## src/rtl/cfg_pkg.sv

```systemverilog
package cfg_pkg;

  localparam int unsigned NUM_BARS  = 6;
  localparam int unsigned BAR_BASE  = 4;   // first BAR dword index
  localparam int unsigned LOG2_W    = 5;

  typedef logic [31:0] dword_t;

  // expand byte enables to a bit mask
  function automatic dword_t be_to_mask(input logic [3:0] be);
    dword_t m;
    for (int b = 0; b < 4; b++) begin
      m[b*8 +: 8] = {8{be[b]}};
    end
    return m;
  endfunction

endpackage

```

## src/rtl/cfg_bar.sv

```systemverilog
module cfg_bar
  import cfg_pkg::*;
#(
  parameter logic [LOG2_W-1:0] SIZE_LOG2 = 5'd12,  // 0 = not implemented
  parameter logic              IS_IO     = 1'b0
) (
  input  logic       clk,
  input  logic       rst_n,
  input  logic       we,
  input  logic [3:0] be,
  input  dword_t     wdata,
  output dword_t     rdata
);

  localparam dword_t ADDR_MASK = (SIZE_LOG2 == '0) ? 32'h0 :
                                 ~((32'h1 << SIZE_LOG2) - 32'h1);
  localparam dword_t TYPE_BITS = (SIZE_LOG2 == '0) ? 32'h0 : {31'h0, IS_IO};

  dword_t base_q, base_d;
  dword_t wmask;

  always_comb begin
    wmask  = be_to_mask(be);
    base_d = ((base_q & ~wmask) | (wdata & wmask)) & ADDR_MASK;
  end

  always_ff @(posedge clk or negedge rst_n) begin
    if (!rst_n) begin
      base_q <= '0;
    end else if (we) begin
      base_q <= base_d;
    end
  end

  assign rdata = base_q | TYPE_BITS;

endmodule

```

## src/rtl/cfg_ctl_regs.sv

```systemverilog
module cfg_ctl_regs
  import cfg_pkg::*;
(
  input  logic       clk,
  input  logic       rst_n,
  input  logic       cmd_we,
  input  logic       cls_we,
  input  logic [3:0] be,
  input  dword_t     wdata,
  output logic [2:0] cmd,
  output logic [7:0] cls
);

  logic [2:0] cmd_q, cmd_d;
  logic [7:0] cls_q, cls_d;
  logic       cmd_en, cls_en;

  always_comb begin
    cmd_en = cmd_we && be[0];
    cls_en = cls_we && be[0];
    cmd_d  = wdata[2:0];
    cls_d  = wdata[7:0];
  end

  always_ff @(posedge clk or negedge rst_n) begin
    if (!rst_n) begin
      cmd_q <= '0;
    end else if (cmd_en) begin
      cmd_q <= cmd_d;
    end
  end

  always_ff @(posedge clk or negedge rst_n) begin
    if (!rst_n) begin
      cls_q <= '0;
    end else if (cls_en) begin
      cls_q <= cls_d;
    end
  end

  assign cmd = cmd_q;
  assign cls = cls_q;

endmodule

```

## src/rtl/cfg_cap_list.sv

```systemverilog
module cfg_cap_list
  import cfg_pkg::*;
#(
  parameter logic [7:0]  CAP0_OFF  = 8'h40,
  parameter logic [7:0]  CAP0_ID   = 8'h01,
  parameter logic [15:0] CAP0_DATA = 16'h0003,
  parameter logic [7:0]  CAP1_OFF  = 8'h48,
  parameter logic [7:0]  CAP1_ID   = 8'h05,
  parameter logic [15:0] CAP1_DATA = 16'h0002
) (
  input  logic [5:0] idx,
  output dword_t     rdata
);

  // entry layout: {data, next pointer, id}; a zero next pointer ends the chain
  always_comb begin
    if (idx == CAP0_OFF[7:2]) begin
      rdata = {CAP0_DATA, CAP1_OFF, CAP0_ID};
    end else if (idx == CAP1_OFF[7:2]) begin
      rdata = {CAP1_DATA, 8'h00, CAP1_ID};
    end else begin
      rdata = '0;
    end
  end

endmodule

```

## src/rtl/cfgspace_target.sv

```systemverilog
module cfgspace_target
  import cfg_pkg::*;
#(
  parameter logic [15:0] VENDOR_ID   = 16'h1E5C,
  parameter logic [15:0] DEVICE_ID   = 16'hB7A2,
  parameter logic [31:0] CLASS_REV   = 32'h0580_0003,
  parameter logic [15:0] SUBSYS_VID  = 16'h1E5C,
  parameter logic [15:0] SUBSYS_ID   = 16'h0031,
  parameter logic [7:0]  CAP_FIRST   = 8'h40,
  parameter logic [7:0]  CAP_SECOND  = 8'h48,
  parameter logic [NUM_BARS-1:0][LOG2_W-1:0] BAR_LOG2 =
    {5'd4, 5'd31, 5'd0, 5'd20, 5'd4, 5'd12},
  parameter logic [NUM_BARS-1:0] BAR_IO = 6'b000010
) (
  input  logic        clk,
  input  logic        rst_n,
  input  logic        sel_i,
  input  logic        wr_i,
  input  logic [2:0]  fn_i,
  input  logic [5:0]  idx_i,
  input  logic [3:0]  be_i,
  input  logic [31:0] wdata_i,
  output logic        ack_o,
  output logic        nores_o,
  output logic [31:0] rdata_o
);

  localparam logic [15:0] STATUS_VAL = 16'h0010;  // capability list present
  localparam int unsigned IDX_ID     = 0;
  localparam int unsigned IDX_CMD    = 1;
  localparam int unsigned IDX_CLASS  = 2;
  localparam int unsigned IDX_CLS    = 3;
  localparam int unsigned IDX_SUBSYS = 11;
  localparam int unsigned IDX_CAPPTR = 13;

  // reset: asynchronous assert, synchronous release
  logic [1:0] rst_sync_q;
  logic       rst_sync_n;

  always_ff @(posedge clk or negedge rst_n) begin
    if (!rst_n) begin
      rst_sync_q <= '0;
    end else begin
      rst_sync_q <= {rst_sync_q[0], 1'b1};
    end
  end

  assign rst_sync_n = rst_sync_q[1];

  // request decode
  logic hit, miss, wr_hit;

  always_comb begin
    hit    = sel_i && (fn_i == 3'd0);
    miss   = sel_i && (fn_i != 3'd0);
    wr_hit = hit && wr_i;
  end

  // command and cache line size
  logic [2:0] cmd;
  logic [7:0] cls;

  cfg_ctl_regs u_ctl (
    .clk    (clk),
    .rst_n  (rst_sync_n),
    .cmd_we (wr_hit && (idx_i == 6'(IDX_CMD))),
    .cls_we (wr_hit && (idx_i == 6'(IDX_CLS))),
    .be     (be_i),
    .wdata  (wdata_i),
    .cmd    (cmd),
    .cls    (cls)
  );

  // base address registers
  dword_t bar_rd [NUM_BARS];

  for (genvar g = 0; g < NUM_BARS; g++) begin : g_bar
    cfg_bar #(
      .SIZE_LOG2 (BAR_LOG2[g]),
      .IS_IO     (BAR_IO[g])
    ) u_bar (
      .clk   (clk),
      .rst_n (rst_sync_n),
      .we    (wr_hit && (idx_i == 6'(BAR_BASE + g))),
      .be    (be_i),
      .wdata (wdata_i),
      .rdata (bar_rd[g])
    );
  end

  // capability chain
  dword_t cap_rd;

  cfg_cap_list #(
    .CAP0_OFF (CAP_FIRST),
    .CAP1_OFF (CAP_SECOND)
  ) u_cap (
    .idx   (idx_i),
    .rdata (cap_rd)
  );

  // read multiplexer
  dword_t rd_mux;

  always_comb begin
    rd_mux = cap_rd;
    case (idx_i)
      6'(IDX_ID):     rd_mux = {DEVICE_ID, VENDOR_ID};
      6'(IDX_CMD):    rd_mux = {STATUS_VAL, 13'h0, cmd};
      6'(IDX_CLASS):  rd_mux = CLASS_REV;
      6'(IDX_CLS):    rd_mux = {24'h0, cls};
      6'(IDX_SUBSYS): rd_mux = {SUBSYS_ID, SUBSYS_VID};
      6'(IDX_CAPPTR): rd_mux = {24'h0, CAP_FIRST};
      default: begin
        for (int b = 0; b < NUM_BARS; b++) begin
          if (idx_i == 6'(BAR_BASE + b)) rd_mux = bar_rd[b];
        end
      end
    endcase
  end

  // response stage
  logic   ack_q, ack_d, nores_q, nores_d;
  dword_t rdata_q, rdata_d;

  always_comb begin
    ack_d   = hit;
    nores_d = miss;
    if (miss) begin
      rdata_d = '1;
    end else if (hit && !wr_i) begin
      rdata_d = rd_mux;
    end else begin
      rdata_d = '0;
    end
  end

  always_ff @(posedge clk or negedge rst_sync_n) begin
    if (!rst_sync_n) begin
      ack_q   <= 1'b0;
      nores_q <= 1'b0;
      rdata_q <= '0;
    end else begin
      ack_q   <= ack_d;
      nores_q <= nores_d;
      rdata_q <= rdata_d;
    end
  end

  assign ack_o   = ack_q;
  assign nores_o = nores_q;
  assign rdata_o = rdata_q;

endmodule

```

## config.mk

```make
export PLATFORM = sky130hd
export DESIGN_NAME = cfgspace_target
export DESIGN_NICKNAME = d
export VERILOG_FILES = /design/src/rtl/cfg_pkg.sv /design/src/rtl/cfg_bar.sv /design/src/rtl/cfg_ctl_regs.sv /design/src/rtl/cfg_cap_list.sv /design/src/rtl/cfgspace_target.sv
export SDC_FILE = /design/constraint.sdc
export NUM_CORES = 1
export LEC_CHECK = 0
export BUFFER_PORTS_ARGS = -buffer_cell sky130_fd_sc_hd__buf_2
export CORE_MARGIN = 2
export CORE_UTILIZATION = 45
export DETAILED_ROUTE_END_ITERATION = 8
export GPL_TIMING_DRIVEN = 0
export SYNTH_ARGS = -nofsm -noshare
export SYNTH_HDL_FRONTEND = slang
export SYNTH_SLANG_ARGS = --single-unit
```

## constraint.sdc

```tcl
create_clock -name clk -period 5.6 [get_ports clk]
set_input_delay 0.28 -clock clk [delete_from_list [all_inputs] [get_ports clk]]
set_output_delay 0.28 -clock clk [all_outputs]
set_load 0.02 [all_outputs]
```

======== Yosys cells after proc, flatten, opt, wreduce, memory -nomap -nowiden ========
Index checks and enable logic that the tools add are counted.
word-level totals
  bits in registers ....................... 136
  latch bits .............................. 0
  RAM bits ................................ 0
  memory bits (read-only) ................. 0
  input bits .............................. 49
  output and inout port bits .............. 34
  word-level logic and storage cells ...... 64
  memories kept ........................... 0
cells by class
  add/subtract/negate cells ............... 0
  multipliers ............................. 0
  divide/modulo/power cells ............... 0
  $lt $le $gt $ge ......................... 0
  equality and inequality tests ........... 13
  shifts and indexed selects .............. 0
  mux-type cells .......................... 11
  bitwise operators ....................... 12
  reductions and logical operators ........ 17
operators with widths
  cell                count
  $mux 32             9
  $and 32x32->32      6
  $pmux 32 s6         1
  $or 32x32->32       5
  $not 32->32         1
  $eq 6x3->1 const B  4
  $eq 6x4->1 const B  4
  $mux 18             1
  $logic_and 1x1->1   13
  $eq 6x2->1 const B  2
  $eq 6x5->1 const B  2
  $eq 6x1->1 const B  1
  $logic_not 6->1     1
  $logic_not 3->1     1
  $reduce_bool 3->1   1
  $logic_not 1->1     1

======== Logic depth before layout (Yosys ltp) ========
  word-level depth ........................ 12
  mapped depth ............................ 6
  mapped depth without buffers ............ 4

======== Modules after synthesis ========
Synthesis repeated with hierarchy kept, for this count alone.
second synthesis, totals
  cell total of the unflattened synthesis .. 778
  area, all modules ....................... 8,156.6 um2
modules (own cells, without submodules)
  module                    times used  cells each  area an instance (um2)  sequential area each (um2)
  cfgspace_target           1           418         3,383.2                 900.9
  cfg_bar (g_bar[1].u_bar)  1           66          1,076.0                 700.7
  cfg_bar (g_bar[5].u_bar)  1           65          1,072.3                 700.7
  cfg_bar (g_bar[0].u_bar)  1           56          835.8                   500.5
  cfg_bar (g_bar[2].u_bar)  1           47          599.3                   300.3
  cfg_ctl_regs              1           24          409.1                   275.3
  cfg_bar (g_bar[4].u_bar)  1           35          280.3                   25.0
  cfg_cap_list              1           34          256.5                   0.0
  cfg_bar (g_bar[3].u_bar)  1           33          244.0                   0.0

======== Least setup slack after synthesis ========
No wires, ideal clock.
  path kind ............................... input to register
  start point ............................. input port idx_i[4]
  end point ............................... register u_ctl.cmd_q[0], in the netlist u_ctl.cmd[0]
  library setup time ...................... 0.125 ns
  arrival time ............................ 1.752 ns
  data required time ...................... 5.475 ns
  slack ................................... 3.723 ns
  stages on the path ...................... 5
  path buffers ............................ 2
  path through ............................ buf_2 -> or4_1 -> buf_2 -> nor3_1 -> mux2_2
between the ends
  word-level cells in the longest chain between the ends .. 3
ends and longest elaborated chain
  item                    RTL line               source
  start: declaration      cfgspace_target.sv:20  input logic [5:0] idx_i,
  $eq 6x1->1              cfgspace_target.sv:66  .cmd_we (wr_hit && (idx_i == 6'(IDX_CMD))),
  $logic_and 1x1->1       cfgspace_target.sv:66
  $logic_and 1x1->1       cfg_ctl_regs.sv:19     cmd_en = cmd_we && be[0];
  end signal: assignment  cfg_ctl_regs.sv:29     cmd_q <= cmd_d;
  end: declaration        cfg_ctl_regs.sv:14     logic [2:0] cmd_q, cmd_d;
No other way between the ends.
A chain may end at the register's enable or synchronous reset.

======== Final worst setup path ========
  start point ............................. input port fn_i[1]
  end point ............................... register rdata_q[17], in the netlist rdata_o[17]
between the ends
  elaborated cells between the ends (all ways) .. 7
  those cells by class .................... mux: 2; reduce/logical: 5
RTL lines
  item                    RTL line                source
  start: declaration      cfgspace_target.sv:19   input logic [2:0] fn_i,
  $reduce_bool 3->1       cfgspace_target.sv:55   miss = sel_i && (fn_i != 3'd0);
  $logic_and 1x1->1       cfgspace_target.sv:55
  via miss                cfgspace_target.sv:51   logic hit, miss, wr_hit;
  $mux 32                 cfgspace_target.sv:129  if (miss) begin
  via rdata_d[17]         cfgspace_target.sv:124  dword_t rdata_q, rdata_d;
  end signal: assignment  cfgspace_target.sv:146  rdata_q <= rdata_d;
  end: declaration        cfgspace_target.sv:124
The timed path passes the listed nets, and every way through them passes these cells.

==> results.py <==
metrics = {
    "final_layout": {
        "fill_cells": 1151,
        "layoutNonFillerInstCount": 746,
        "drive_gt1_frac": 0.421,
        "multi_input_area_um2": 2500,
        "antenna_cells": 0,
        "area_growth_pct": 21.3,
        "fin_nets": 606,
        "seq_area_um2": 3410,
    },
    "clock_tree": {
        "clockBufferDepth": 2,
        "cts_tree": "yes",
        "ctsResizeCount": 0,
        "clkTransAtPathRegs_ns": 0.06,
        "cts_root_buf": "clkbuf_16",
        "h-tree-depth": 4,
        "post-cts-setup-buffers": 0,
        "numClockSinks": 136,
        "cts_hold_buf": 1,
        "clk_latency_ns": 0.43,
        "cts_buffers": 17,
    },
    "global_routing": {
        "antenna_found_initial": 0,
        "grt_pass1_wl_um": 23900,
        "grt_pass1_vias": 4338,
        "overflow": 0,
        "track_usage": 0.222,
        "grt_max_degree": 54,
    },
    "sta": {
        "tns_ns": 0,
        "setup_viol": 0,
        "timing.final.ws_setup_ns": 3.34,
        "hold_violations": 0,
        "maxSlewViolCount": 0,
        "fin_crit_sh": 0.404,
        "relSlewSlack": 0.465,
        "rsz0062_at_grt": "no",
        "worst_slew_pin_slew_ns": 0.795,
        "skew_ns": 0.00770,
        "post-route-min-period_ns": 2.26,
        "timing.fmax_mhz": 442,
    },
    "power": {
        "power_switching_w": 0.000542,
        "vdd_drop_max_v": 0.000184,
        "intPower_w": 0.00173,
        "p_leak_nw": 3.54,
        "netSwitchingFraction": 0.238,
        "p_clk_frac": 0.481,
        "power_density_nw_per_um2": 311,
        "pwr-share-comb": 0.071,
        "pwr-share-seq": 0.448,
    },
    "detailed_routing": {
        "dr.first_iter.drc_count": 246,
        "num_vias": 4161,
        "vias_per_cell": 5.58,
        "firstDrtPassIters": 4,
        "drc": 0,
        "wl_per_cell_um": 19.9,
        "ant_nets": 0,
        "wl_um": 14800,
    },
    "synthesis": {
        "synth_nets": 502,
        "synth-seq-cells": 136,
        "synthTopCellsByArea": "dfrtp_1 57%, mux2_2 18%, mux2i_1 2.3%, a22oi_1 2.1%, o21ai_0 1.9%",
        "synthCells": 453,
        "yosysMostFrequentCell": "dfrtp_1",
        "netlist_area_um2": 6020,
        "synth-edff-count": 0,
        "yosysSeqAreaShare": 0.565,
        "ys_types": 61,
        "async_flop_share": 1.00,
        "yosysWarnings": 0,
        "syn_area_per_cell_um2": 13.3,
        "synth_top_area_share": 0.565,
        "synthTopCellsByCount": "136 x dfrtp_1, 96 x mux2_2, 23 x o21ai_0",
        "synth_ff_type": "dfrtp_1",
        "yosysTopAreaCell": "dfrtp_1",
    },
    "worst_setup_path": {
        "slowest_delay_ns": 0.69,
        "critPathRequiredTime_ns": 5.86,
        "critPathMaxFanout": 10,
        "cp-end-kind": "flip-flop",
        "path_cells": "buf_2 > o31ai_1 > clkinv_1 > nor2_1 > buf_2 > a31oi_1",
        "start_kind": "input pin",
        "crit_path_frequent_cell": "buf_2",
        "path_delay_family": "buffers and inverters",
        "worstSetupPathType": "input pin to flip-flop",
        "r2r_end": "rdata_o[1]",
        "crit_buf_inv": 3,
        "rrSetupSlack_ns": 4.38,
        "cp.arrival_ns": 2.52,
        "reg2reg_depth": 2,
        "cp_slowest_cell": "o31ai_1",
        "rr_startpoint": "rst_sync_q[1]",
    },
    "floorplanning": {
        "fp.dieH_um": 120,
        "io_pins": 83,
        "die_w_um": 120,
        "initial_core_util": 0.458,
        "core_area_um2": 13100,
        "row_count": 42,
        "die_area_um2": 14300,
    },
    "placed_design": {
        "place_congestion": 0.855,
        "portBuffers": 82,
        "place_ws_ns": 2.89,
        "hpwlAfterDp_um": 10400,
        "dp_cells": 713,
    },
    "worst_hold_path": {
        "whs_endpoint": "ack_o",
        "worst_hold_path.num_cells": 2,
        "min_from": "fn_i[2]",
        "hold_class": "input pin to flip-flop",
    },
    "job": {
        "cap_viol_max_count": 0,
    },
    "outcome": {
        "status": "finished, final reports clean",
    },
}
[cells by family after synthesis]
group | Yosys count | synth area share
DFF | 136 | 0.565
xor gates and xnor gates | 1 | 0.00145
other | 1 | 0.000623
and+or+nand+nor | 78 | 0.0889
AOI/OAI and AO/OA | 97 | 0.115
muxes | 114 | 0.210
buffers and inverters | 26 | 0.0189
[layout by cell type, fill, tap and decap left out, types with 5 or more instances in the layout]
cell       instances
a222oi_1           7
nor2_1            16
o2bb2ai_1          9
a22oi_1           17
clkinv_2           6
mux2_2            96
dfrtp_1          135
a21oi_1            9
nand2_1           10
clkbuf_1          13
and2_1             5
nor2_2             7
buf_2             89
clkbuf_16         17
mux2i_1           14
o21ai_0           23
[through the flow]
stage	hold slack, ns	power, W	cell area (um^2)	util
final	0.0932	0.00227	7300	0.556
after CTS	0.0765	0.00229	7300	0.556
after detailed placement	0.0675	0.00120	6710	0.511
after global placement	0.0647	0.00119	6650	0.506
after floorplan	-0.0156	0.00112	6020	-
after global routing	0.0941	0.00235	7300	0.556
[power by group through the flow]
stage          sequential (W)  clock, W  combinational [W]
3_3_place_gp          0.00105         0           0.000142
2_1_floorplan         0.00107         0          0.0000541
6_report              0.00102   0.00109           0.000162
3_5_place_dp          0.00104         0           0.000162
4_1_cts               0.00102   0.00111           0.000163
5_1_grt               0.00102   0.00115           0.000177
[final cells by class]
cell class / count / area share
Inverter: 4 / 0.00206
Clock inverter: 13 / 0.0176
Multi-Input combinational cell: 291 / 0.343
Timing Repair Buffer: 85 / 0.0651
Sequential cell: 136 / 0.467
Tap cell: 176 / 0.0302
Buffer: 22 / 0.0135
Clock buffer: 19 / 0.0620
[metal layers]
layer	vias up	wire [um]	track usage
li1	1918	-	-
met5	-	0	0
met3	11	690	0.0509
met2	106	7190	0.349
met1	2126	6800	0.300
met4	0	145	0.0875
[how the worst max path moves through the flow]
stage / cells after the start / start / end / slack, ns
2_1_floorplan: 0 / rst_sync_q[1] / async pin / 1.53
3_3_place_gp: 0 / rst_sync_q[1] / async pin / 0.20
3_5_place_dp: 6 / fn_i[1] / rdata_o[17] / 2.89
4_1_cts: 6 / fn_i[1] / rdata_o[17] / 3.31
5_1_grt: 6 / fn_i[1] / rdata_o[17] / 3.08
6_report: 6 / fn_i[1] / rdata_o[17] / 3.34
No activity file was read; power rests on OpenSTA's default activity.
